--- src/rtl/evmon_pkg.sv ---
package evmon_pkg;

  localparam int IRQ_EN_BIT = 0;
  localparam int SUP_EN_BIT = 1;
  localparam int USR_EN_BIT = 2;
  localparam int HV_EN_BIT  = 3;
  localparam int LO_SEL_LSB = 4;
  localparam int UP_SEL_LSB = 11;

  localparam logic [5:0] PARK_CODE_UP = 6'h1C;
  localparam logic [5:0] PARK_CODE_LO = 6'h14;

  typedef enum logic [1:0] {
    CTX_USER = 2'd0,
    CTX_SUP  = 2'd1,
    CTX_HV   = 2'd2,
    CTX_NONE = 2'd3
  } priv_ctx_e;

  typedef enum logic [1:0] {
    REG_CTRL = 2'd0,
    REG_CNT  = 2'd1,
    REG_OVF  = 2'd2
  } reg_addr_e;

  function automatic logic ctx_allowed(input logic [1:0] ctx,
                                       input logic en_usr,
                                       input logic en_sup,
                                       input logic en_hv);
    case (ctx)
      CTX_USER: return en_usr;
      CTX_SUP:  return en_sup;
      CTX_HV:   return en_hv;
      default:  return 1'b0;
    endcase
  endfunction

endpackage

--- src/rtl/evmon_ctrl_reg.sv ---
module evmon_ctrl_reg #(
  parameter int SEL_W = 6,
  localparam int FIELD_W = evmon_pkg::UP_SEL_LSB + SEL_W
) (
  input  logic               clk,
  input  logic               rst_n,
  input  logic               wr_en,
  input  logic [FIELD_W-1:0] wdata,
  output logic [FIELD_W-1:0] ctrl_q
);
  import evmon_pkg::*;

  localparam logic [FIELD_W-1:0] SEL_ONES = FIELD_W'({SEL_W{1'b1}});
  localparam logic [FIELD_W-1:0] KEEP_MASK =
      (SEL_ONES << UP_SEL_LSB) | (SEL_ONES << LO_SEL_LSB) | FIELD_W'(4'hF);

  always_ff @(posedge clk) begin
    if (!rst_n)     ctrl_q <= '0;
    else if (wr_en) ctrl_q <= wdata & KEEP_MASK;
  end


  ctrl_load_chk: assert property (@(posedge clk) disable iff (!rst_n)
    wr_en |=> ctrl_q[UP_SEL_LSB +: SEL_W] == $past(wdata[UP_SEL_LSB +: SEL_W]));

endmodule

--- src/rtl/evmon_counter.sv ---
module evmon_counter #(
  parameter int CTR_W = 32,
  parameter int SEL_W = 6,
  localparam int NUM_EVT = 1 << SEL_W
) (
  input  logic               clk,
  input  logic               rst_n,
  input  logic [NUM_EVT-1:0] evt_strobe,
  input  logic [SEL_W-1:0]   sel,
  input  logic               ctx_ok,
  input  logic               wr,
  input  logic [CTR_W-1:0]   wdata,
  input  logic               clr,
  output logic [CTR_W-1:0]   count,
  output logic               ovf_flag,
  output logic               wrap_evt
);

  function automatic logic [CTR_W:0] bump(input logic [CTR_W-1:0] v);
    return {1'b0, v} + {{CTR_W{1'b0}}, 1'b1};
  endfunction

  logic             hit;
  logic [CTR_W:0]   stepped;

  assign hit      = evt_strobe[sel] && ctx_ok;
  assign stepped  = bump(count);
  assign wrap_evt = hit && !wr && stepped[CTR_W];

  always_ff @(posedge clk) begin
    if (!rst_n)   count <= '0;
    else if (wr)  count <= wdata;
    else if (hit) count <= stepped[CTR_W-1:0];
  end

  always_ff @(posedge clk) begin
    if (!rst_n)        ovf_flag <= 1'b0;
    else if (wrap_evt) ovf_flag <= 1'b1;
    else if (clr)      ovf_flag <= 1'b0;
  end


  wrap_flag_chk: assert property (@(posedge clk) disable iff (!rst_n)
    wrap_evt |=> ovf_flag);


  wr_wins_chk: assert property (@(posedge clk) disable iff (!rst_n)
    wr |=> count == $past(wdata));


  single_step_chk: assert property (@(posedge clk) disable iff (!rst_n)
    (hit && !wr) |=> count == CTR_W'($past(count) + 1'b1));


  flag_hold_chk: assert property (@(posedge clk) disable iff (!rst_n)
    (!wrap_evt && !clr) |=> ovf_flag == $past(ovf_flag));

endmodule

--- src/rtl/dual_evt_monitor.sv ---
module dual_evt_monitor #(
  parameter int CTR_W = 32,
  parameter int SEL_W = 6,
  localparam int NUM_EVT = 1 << SEL_W,
  localparam int BUS_W   = 2 * CTR_W
) (
  input  logic               clk,
  input  logic               rst_n,
  input  logic               bus_we,
  input  logic [1:0]         bus_addr,
  input  logic [BUS_W-1:0]   bus_wdata,
  output logic [BUS_W-1:0]   bus_rdata,
  input  logic [NUM_EVT-1:0] evt_strobe,
  input  logic [1:0]         priv_ctx,
  output logic               irq_out
);
  import evmon_pkg::*;

  localparam int NUM_CTR = 2;
  localparam int FIELD_W = UP_SEL_LSB + SEL_W;

  logic [FIELD_W-1:0] ctrl_q;
  logic               ctx_ok;
  logic               cnt_wr;
  logic               ctrl_wr;
  logic               ovf_wr;
  logic [BUS_W-1:0]   cnt_pair;
  logic [NUM_CTR-1:0] ovf_vec;
  logic [NUM_CTR-1:0] wrap_vec;
  logic [SEL_W-1:0]   sel_arr [NUM_CTR];

  assign ctrl_wr = bus_we && (bus_addr == REG_CTRL);
  assign cnt_wr  = bus_we && (bus_addr == REG_CNT);
  assign ovf_wr  = bus_we && (bus_addr == REG_OVF);

  evmon_ctrl_reg #(.SEL_W(SEL_W)) u_ctrl (
    .clk    (clk),
    .rst_n  (rst_n),
    .wr_en  (ctrl_wr),
    .wdata  (bus_wdata[FIELD_W-1:0]),
    .ctrl_q (ctrl_q)
  );

  assign ctx_ok = ctx_allowed(priv_ctx, ctrl_q[USR_EN_BIT],
                              ctrl_q[SUP_EN_BIT], ctrl_q[HV_EN_BIT]);

  assign sel_arr[0] = ctrl_q[LO_SEL_LSB +: SEL_W];
  assign sel_arr[1] = ctrl_q[UP_SEL_LSB +: SEL_W];

  for (genvar g = 0; g < NUM_CTR; g++) begin : g_ctr
    evmon_counter #(.CTR_W(CTR_W), .SEL_W(SEL_W)) u_ctr (
      .clk        (clk),
      .rst_n      (rst_n),
      .evt_strobe (evt_strobe),
      .sel        (sel_arr[g]),
      .ctx_ok     (ctx_ok),
      .wr         (cnt_wr),
      .wdata      (bus_wdata[g*CTR_W +: CTR_W]),
      .clr        (ovf_wr && bus_wdata[g]),
      .count      (cnt_pair[g*CTR_W +: CTR_W]),
      .ovf_flag   (ovf_vec[g]),
      .wrap_evt   (wrap_vec[g])
    );
  end

  assign irq_out = (|ovf_vec) && ctrl_q[IRQ_EN_BIT];

  always_comb begin
    case (bus_addr)
      REG_CTRL: bus_rdata = BUS_W'(ctrl_q);
      REG_CNT:  bus_rdata = cnt_pair;
      REG_OVF:  bus_rdata = BUS_W'(ovf_vec);
      default:  bus_rdata = '0;
    endcase
  end


  idle_ctx_chk: assert property (@(posedge clk) disable iff (!rst_n)
    (!ctx_ok && !cnt_wr) |=> $stable(cnt_pair));


  no_spurious_flag_chk: assert property (@(posedge clk) disable iff (!rst_n)
    (wrap_vec == '0) |=> (ovf_vec & ~$past(ovf_vec)) == '0);

endmodule

--- config.mk ---
export PLATFORM = sky130hd
export DESIGN_NAME = dual_evt_monitor
export DESIGN_NICKNAME = d
export VERILOG_FILES = /design/src/rtl/evmon_pkg.sv /design/src/rtl/evmon_ctrl_reg.sv /design/src/rtl/evmon_counter.sv /design/src/rtl/dual_evt_monitor.sv
export SDC_FILE = /design/constraint.sdc
export NUM_CORES = 1
export LEC_CHECK = 0
export BUFFER_PORTS_ARGS = -buffer_cell sky130_fd_sc_hd__clkbuf_2
export CORE_MARGIN = 1.5
export CORE_UTILIZATION = 35
export CTS_BUF_LIST = sky130_fd_sc_hd__clkbuf_4
export CTS_CLUSTER_DIAMETER = 100
export DETAILED_ROUTE_END_ITERATION = 7
export SYNTH_ARGS = -nofsm -noshare
export SYNTH_HDL_FRONTEND = slang
export SYNTH_SLANG_ARGS = --single-unit
--- constraint.sdc ---
create_clock -name clk -period 3.6 [get_ports clk]
set_clock_uncertainty 0.2 [all_clocks]
set_input_delay 0.72 -clock clk [delete_from_list [all_inputs] [get_ports clk]]
set_output_delay 0.72 -clock clk [all_outputs]
set_load 0.01 [all_outputs]
Word-level counts from Yosys, hierarchy flattened

Index checks and enable logic that the tools add are counted.

Input bits: 135
Flip-flop bits (word level): 82
Memories: 0
RAM bits: 0
Output and inout bits: 65
Bits in latches: 0
Bits in read-only memories: 0

Equality and inequality tests: 4
Shift-type cells: 0
Add/subtract/negate cells: 2
Reductions and logical operators: 20
Magnitude comparators: 2
Div/mod/pow operators: 0
Muxes and demuxes: 14
Bitwise gates (word level): 0
Multipliers: 0

Operators by type and width:

| kind                    | count |
|---|---|
| $pmux W64 S3            | 1 |
| $mux W32                | 4 |
| $add A32 B1 Y33 const B | 2 |
| $lt A6 B7 Y1 const B    | 2 |
| $bmux W1 S6             | 2 |
| $logic_and A1 B1 Y1     | 12 |
| $reduce_bool A2 Y1      | 4 |
| $mux W1                 | 6 |
| $eq A2 B1 Y1 const B    | 2 |
| $eq A2 B2 Y1 const B    | 2 |
| $logic_not A2 Y1        | 2 |
| $pmux W1 S3             | 1 |
| $reduce_or A2 Y1        | 1 |
| $logic_not A1 Y1        | 1 |

Logic depth before layout (Yosys ltp)

Gate-level depths: netlist of the first run.

Depth in word-level cells: 6
Mapped depth: 11
Depth with buffers taken out: 8

Cells and area by module

From an unflattened synthesis of the first run, not the netlist that was laid out.

Cells, all modules: 704
Area total of the unflattened synthesis: 6383.6 µm²

By module, submodules not included:

| module           | cells an instance | times used | area an instance (µm²) | seq. area each (µm²) |
|---|---|---|---|---|
| evmon_counter    | 275               | 2          | 2531.2                 | 660.6 |
| dual_evt_monitor | 101               | 1          | 694.4                  | 0.0 |
| evmon_ctrl_reg   | 53                | 1          | 626.9                  | 320.3 |

Worst setup path before layout of the first run

No wires, ideal clock.

Path kind: input to output
Start point: input bus_addr[0]
End point: output bus_rdata[19]
Data arrival time: 2.016 ns
Cell stages on the path: 5
Required time: 2.680 ns
Path slack: 0.664 ns
Cell sequence: clkbuf_1 > nor2b_1 > clkbuf_1 > clkbuf_1 > and2_1

Cells in the longest elaborated chain, start to end: 2
Elaborated cells on any way between the ends: 4
Those cells by class: 2 x eq/ne; 1 x mux; 1 x reduce/logical

RTL lines:

| what                                 | line                   | source |
|---|---|---|
| start, declared                      | dual_evt_monitor.sv:10 | `input logic [1:0] bus_addr,` |
| $eq A2 B2 Y1 (tied with other cells) | dual_evt_monitor.sv:69 | `case (bus_addr)` |
| $pmux W64 S3 (*)                     | dual_evt_monitor.sv:69 |  |
| end, declared                        | dual_evt_monitor.sv:12 | `output logic [BUS_W-1:0] bus_rdata,` |

Every way passes the cells marked *; elsewhere a longest branch is shown, timed or not.

Final worst setup path of the first run

Start point: register u_ctrl.ctrl_q[4]
End point: register g_ctr[0].u_ctr.count[11]

Cells in the longest elaborated chain, start to end: 4

RTL lines:

| what                                | line                 | source |
|---|---|---|
| start, declared                     | evmon_ctrl_reg.sv:9  | `output logic [FIELD_W-1:0] ctrl_q` |
| start signal, assigned              | evmon_ctrl_reg.sv:19 | `else if (wr_en) ctrl_q <= wdata & KEEP_MASK;` |
| $bmux W1 S6                         | evmon_counter.sv:26  | `assign hit = evt_strobe[sel] && ctx_ok;` |
| $mux W1 (implied by the code)       | evmon_counter.sv:26  |  |
| $logic_and A1 B1 Y1                 | evmon_counter.sv:26  |  |
| $reduce_bool A2 Y1 (no source line) | -                    |  |
| end signal, assigned                | evmon_counter.sv:32  | `else if (wr) count <= wdata;` |
| end signal, assigned                | evmon_counter.sv:33  | `else if (hit) count <= stepped[CTR_W-1:0];` |
| end, declared                       | evmon_counter.sv:14  | `output logic [CTR_W-1:0] count,` |

No other way between the ends. The select of a mux whose other input is x is not followed.
A chain may end at the register's enable or synchronous reset.

==> results.cfg, run 1 <==
[timing]
worst_slack_ps = 467
tightestPinTransition_ps = 1070
rsz0062_at_grt = false
slew_violations = 0
fmax_mhz = 319
setup_viol = 0
finalSetupTns_ps = 0
hold_violations = 0
period_share_pct = 87.0
slew_headroom_pct = 28.3
finalCriticalPeriod_ps = 3130

[critical_path]
crit_family = compound AO/OA/AOI/OAI gates
crit_path_start_kind = flip-flop
r2r_start = u_ctrl.ctrl_q[4]
cp_num_buf_inv = 1
slowest_stage = dfxtp_1
rr_worst_depth = 7
slowest_delay_ps = 580
end_kind = flip-flop
path_class = reg -> reg
worstPathRequired_ps = 3770
crit_path_max_fanout = 24
crit_path_cell_trace = mux4_2, o32a_1, o211ai_2, a21oi_1, buf_4, and4_1, a221o_1
r2r-end = g_ctr[0].u_ctr.count[11]
arrival_ps = 3300
r2r_setup_slack_ps = 470

[placed_design]
portBuffers = 199
globalplace.congestion = 0.867
hpwl_um = 15600
dpl_worst_slack_ps = 343
dpl-instance-area_mm2 = 0.00743
place_inst = 1150

[grt]
antenna_found_initial = 2
grt_use_total_pct = 22.7
grt_pass1_wl_um = 32900
grt_max_degree = 67
grt_pass1_vias = 6109
overflow = 0

[power]
switching_power_uw = 622
seqPwrFrac_pct = 50.9
peakVddDrop_uv = 130
p_total_mw = 1.96
p_leak_nw = 2.85
powerDensity_mw_per_mm2 = 260
intPower_mw = 1.34
combPwrFrac_pct = 21.0
p_sw_share_pct = 31.7
p_clk_share_pct = 28.2

[worst_hold_path]
hold_start = bus_wdata[62]
hold_path.class = in -> reg
hold_end = g_ctr[1].u_ctr.count[30]
holdPathStages = 3

[clock_tree]
clockBufferDepth = 2
cts_inserted_buffers = 9
clock_latency_ps = 490
cts-root-buf = clkbuf_4
post_cts_buffers = 0
htree_levels = 3
postCtsResizedCells = 0
cts_tree = built
holdBufCountCts = 0
clock_sinks = 82
clk_pin_slew_ps = 140

[floorplanning]
row_count = 48
core_area_mm2 = 0.0173
fp.dieArea_mm2 = 0.0186
io_pins = 200
die_y_um = 136
start_util_pct = 35.9
dieWidth_um = 136

[drt]
ant_nets = 0
drt-initial-drc-count = 522
drt-total-wl_um = 20900
drc = 0
via_per_inst = 5.62
wire_per_inst_um = 17.9
first_pass_iters = 5
vias = 6559

[synth]
ys_seq_area_share_pct = 26.4
synth_cells = 759
synth_top_family_by_area = simple AND/OR/NAND/NOR gates
synth_top_area_cell = dfxtp_1
synthFlopType = dfxtp_1
synth_edf_count = 0
synth_area_leaders = dfxtp_1 (26%), mux4_2 (9.4%), and2_1 (5.9%)
synthArstFlopShare_pct = 0
yosys.area.top_type_share_pct = 26.4
syn_avg_cell_area_um2 = 8.19
synth_cell_types = 58
syn_area_mm2 = 0.00621
syn_nets = 896
synth_compound_area_share_pct = 20.8
synth_seq_cells = 82
synth-simple-area-share_pct = 25.2
synth.mux.area_fraction_pct = 16.5
synth_xor_area_share_pct = 4.79
yosys.area_share.adder_pct = 0.403
ys_warn_count = 0

[status]
status = complete, no violations

[layout]
design_area_mm2 = 0.00756
area_growth_pct = 21.7
layoutNonFillerInstCount = 1167
nNetsFinal = 1073
drive_gt1_share_pct = 30.2

[flow_run]
drv_cap = 0
-- synth_stat cells, types with 5 or more instances --
| cell type | n |
|---|---|
| and3_1 | 16 |
| a2111oi_0 | 7 |
| and4_1 | 8 |
| mux4_2 | 26 |
| a211oi_1 | 18 |
| nand3_1 | 36 |
| nor3_1 | 9 |
| o21ai_0 | 48 |
| nand4_1 | 17 |
| o311ai_0 | 7 |
| a311oi_1 | 6 |
| buf_2 | 11 |
| nand2_1 | 90 |
| and2_1 | 59 |
| o311ai_1 | 7 |
| nor2_1 | 36 |
| mux2i_1 | 26 |
| mux4_1 | 6 |
| clkbuf_1 | 48 |
| a31oi_1 | 8 |
| a41oi_1 | 5 |
| o31a_1 | 5 |
| a21oi_1 | 68 |
| dfxtp_1 | 82 |
| inv_1 | 12 |
| xnor2_1 | 34 |
-- worst max-delay path by stage --
stage / depth (start not counted) / end / from / slack, ps
2_1_floorplan: 5 / bus_rdata[19] / bus_addr[0] / 660
3_3_place_gp: 8 / g_ctr[0].u_ctr.count[11] / evt_strobe[11] / 370
3_5_place_dp: 8 / g_ctr[0].u_ctr.count[11] / evt_strobe[11] / 340
4_1_cts: 7 / g_ctr[0].u_ctr.count[11] / u_ctrl.ctrl_q[4] / 430
5_1_grt: 7 / g_ctr[0].u_ctr.count[11] / u_ctrl.ctrl_q[4] / 290
6_report: 7 / g_ctr[0].u_ctr.count[11] / u_ctrl.ctrl_q[4] / 470
-- logic make-up after synthesis --
kind of cell               Yosys count
AOI/OAI and AO/OA                  201
buffers and inverters               78
DFF                                 82
and+or+nand+nor                    302
muxes                               60
adders and majority gates            2
xor gates and xnor gates            34
-- per-layer routing --
metal	vias to the layer above	share of wire, %	global-route usage (%)	routed length (µm)
li1	3192	-	-	-
met1	3095	45	31.7	9520
met2	230	46	34.7	9630
met3	42	5.4	3.58	1130
met4	0	3.1	9.87	644
met5	-	0	0	0
-- layout make-up --
class                      instances  area, µm²
fill                            1841       9740
timing repair buffer             232       1240
sequential                        82       1640
tap                              225        282
clock buffer                       9       67.6
multi-input combinational        599       4220
antenna                            2       5.00
inverter                          12       45.0
clock inverter                     6       58.8
-- cell usage in the layout, fill, tap and decap left out, drive strengths merged, types with 32 or more instances in the layout --
cell type and n:
dfxtp 82, o21ai 48, nand3 36, mux4 32
clkbuf 208, a21oi 68, buf 33, xnor2 34
nand2 90, nor2 37, and2 59
-- stage by stage --
stage	util (%)	hold WS, ps
floorplan	-	245
CTS	43.7	212
detailed placement	43.0	264
global placement	43.0	258
global route	43.7	204
finish	43.7	231
-- power groups by stage --
| stage | logic, mW | clock network (mW) | registers [mW] |
|---|---|---|---|
| 2_1_floorplan | 0.253 | 0 | 0.995 |
| 3_3_place_gp | 0.407 | 0 | 1.02 |
| 3_5_place_dp | 0.411 | 0 | 1.02 |
| 4_1_cts | 0.413 | 0.565 | 0.997 |
| 5_1_grt | 0.452 | 0.599 | 1.01 |
| 6_report | 0.412 | 0.553 | 0.998 |
-- flip-flops by register name, indices dropped and copies added, names as in the netlist --
register              count
u_ctrl.ctrl_q            16
g_ctr.u_ctr.ovf_flag      2
g_ctr.u_ctr.count        64
-- worst register-to-register path: cells and delay by family (launching register included) --
| family | cells | cell delay (ps) |
|---|---|---|
| compound gates | 4 | 1210 |
| flops | 1 | 580 |
| mux | 1 | 570 |
| buf+inv | 1 | 250 |
| simple gates | 1 | 220 |
Note: power is estimated with default switching activity, not from simulation.
==> inputs of run 2 (changes only) <==
RECOVER_POWER = 100   (was default)
==> results.cfg, run 2 (synthesis gave the netlist of run 1 again) <==
[timing]
finalSetupTns_ps = 0
worst_slack_ps = 381
finalCriticalPeriod_ps = 3220
tightestPinTransition_ps = 1260
setup_viol = 0
fmax_mhz = 311
rsz0062_at_grt = false
period_share_pct = 89.4
slew_headroom_pct = 16.2
slew_violations = 0
worst_hold_slack_ps = 242
hold_violations = 0

[layout]
biggestRegsByFlops = g_ctr.u_ctr.count (64), u_ctrl.ctrl_q (16), g_ctr.u_ctr.ovf_flag (2)
mostFrequentLayoutCells = clkbuf_2 (167), nand2_1 (89), dfxtp_1 (82), a21oi_1 (68), o21ai_0 (48)
fin_util_pct = 43.3
largest_reg_flops = 64
design_area_mm2 = 0.00750
drive_gt1_share_pct = 26.1
layout_commonest_cell = clkbuf_2
nNetsFinal = 1073
area_growth_pct = 20.6
fillCellCount = 1871
layoutNonFillerInstCount = 1167
top_register = g_ctr.u_ctr.count

[clock_tree]
clock_sinks = 82
cts_inserted_buffers = 9
cts-root-buf = clkbuf_4
cts_tree = built
holdBufCountCts = 0
clockBufferDepth = 2
clock_latency_ps = 490
post_cts_buffers = 0
clk_pin_slew_ps = 140
htree_levels = 3
postCtsResizedCells = 0

[grt]
grt_pass1_vias = 6109
antenna_found_initial = 2
grt_pass1_wl_um = 32900
grt_use_total_pct = 22.7
grt_max_degree = 67
overflow = 0

[critical_path]
r2r-end = g_ctr[1].u_ctr.count[14]
path_class = in -> out
end_kind = output pin
r2r_setup_slack_ps = 410
r2r_start = u_ctrl.ctrl_q[13]
worstSetupEndpoint = bus_rdata[1]
crit_start = bus_addr[0]
crit_path_max_fanout = 18
rr_worst_depth = 8
arrival_ps = 2300
worstPathRequired_ps = 2680
crit_path_start_kind = input port

[floorplanning]
die_y_um = 136
row_count = 48
fp.dieArea_mm2 = 0.0186
io_pins = 200
start_util_pct = 35.9
core_area_mm2 = 0.0173
dieWidth_um = 136

[drt]
first_pass_iters = 5
drt-total-wl_um = 21000
ant_nets = 0
via_per_inst = 5.65
wire_per_inst_um = 18.0
vias = 6599
drc = 0
drt-initial-drc-count = 548

[power]
p_leak_nw = 2.68
p_total_mw = 1.96
powerDensity_mw_per_mm2 = 261
peakVddDrop_uv = 132

[worst_hold_path]
hold_path.class = in -> reg

[placed_design]
portBuffers = 199
hpwl_um = 15600
place_inst = 1150
globalplace.congestion = 0.867
dpl-instance-area_mm2 = 0.00743
dpl_worst_slack_ps = 343

[flow_run]
drv_cap = 0

[status]
status = complete, no violations
run 2: cell count changes in the layout (fill, tap and decap cells not counted):
cell,before,now
and2_0,0,31
and2_1,59,28
buf_4,33,28
clkbuf_1,0,37
clkbuf_2,199,167
mux2i_1,26,27
mux2i_2,1,0
nor2b_1,2,3
nor2b_2,1,0
o311ai_0,7,12
o311ai_1,7,2
run 2: final cells by class:
type | count | area (µm²) | share of cell area, %
clock buffers | 9 | 67.6 | 0.901
clock inverters | 6 | 58.8 | 0.785
diodes | 2 | 5.00 | 0.0668
inverters | 12 | 45.0 | 0.601
multi-input cells | 599 | 4210 | 56.2
flip-flops and latches | 82 | 1640 | 21.9
well taps | 225 | 282 | 3.76
repair buffers | 232 | 1180 | 15.8
run 2: where the power goes:
group          internal [mW]  switching (mW)  total (mW)
clock network          0.203           0.350       0.553
logic                  0.186           0.220       0.406
registers              0.946          0.0525       0.998
run 2: how the worst min path moves through the flow:
stage,startpoint,end,cells after the start
after floorplan,g_ctr[0].u_ctr.ovf_flag,g_ctr[0].u_ctr.ovf_flag,2
after global routing,bus_wdata[62],g_ctr[1].u_ctr.count[30],3
after global placement,u_ctrl.ctrl_q[2],u_ctrl.ctrl_q[2],2
after CTS,bus_wdata[60],g_ctr[1].u_ctr.count[28],3
after detailed placement,u_ctrl.ctrl_q[2],u_ctrl.ctrl_q[2],2
final,bus_wdata[60],g_ctr[1].u_ctr.count[28],3
run 2: worst max-delay path: stages:
cell      delay (ps)
clkbuf_2          80
clkbuf_1         910
nor2b_1          230
nand2_1          130
o21ai_0           80
clkbuf_1         130
run 2: layer usage:
metal | vias to the layer above | track usage, % | part of all wire, %
li1 | 3187 | - | -
met1 | 3136 | 31.7 | 46
met2 | 234 | 34.7 | 46
met3 | 42 | 3.58 | 5.6
met4 | 0 | 9.87 | 3.1
met5 | - | 0 | 0
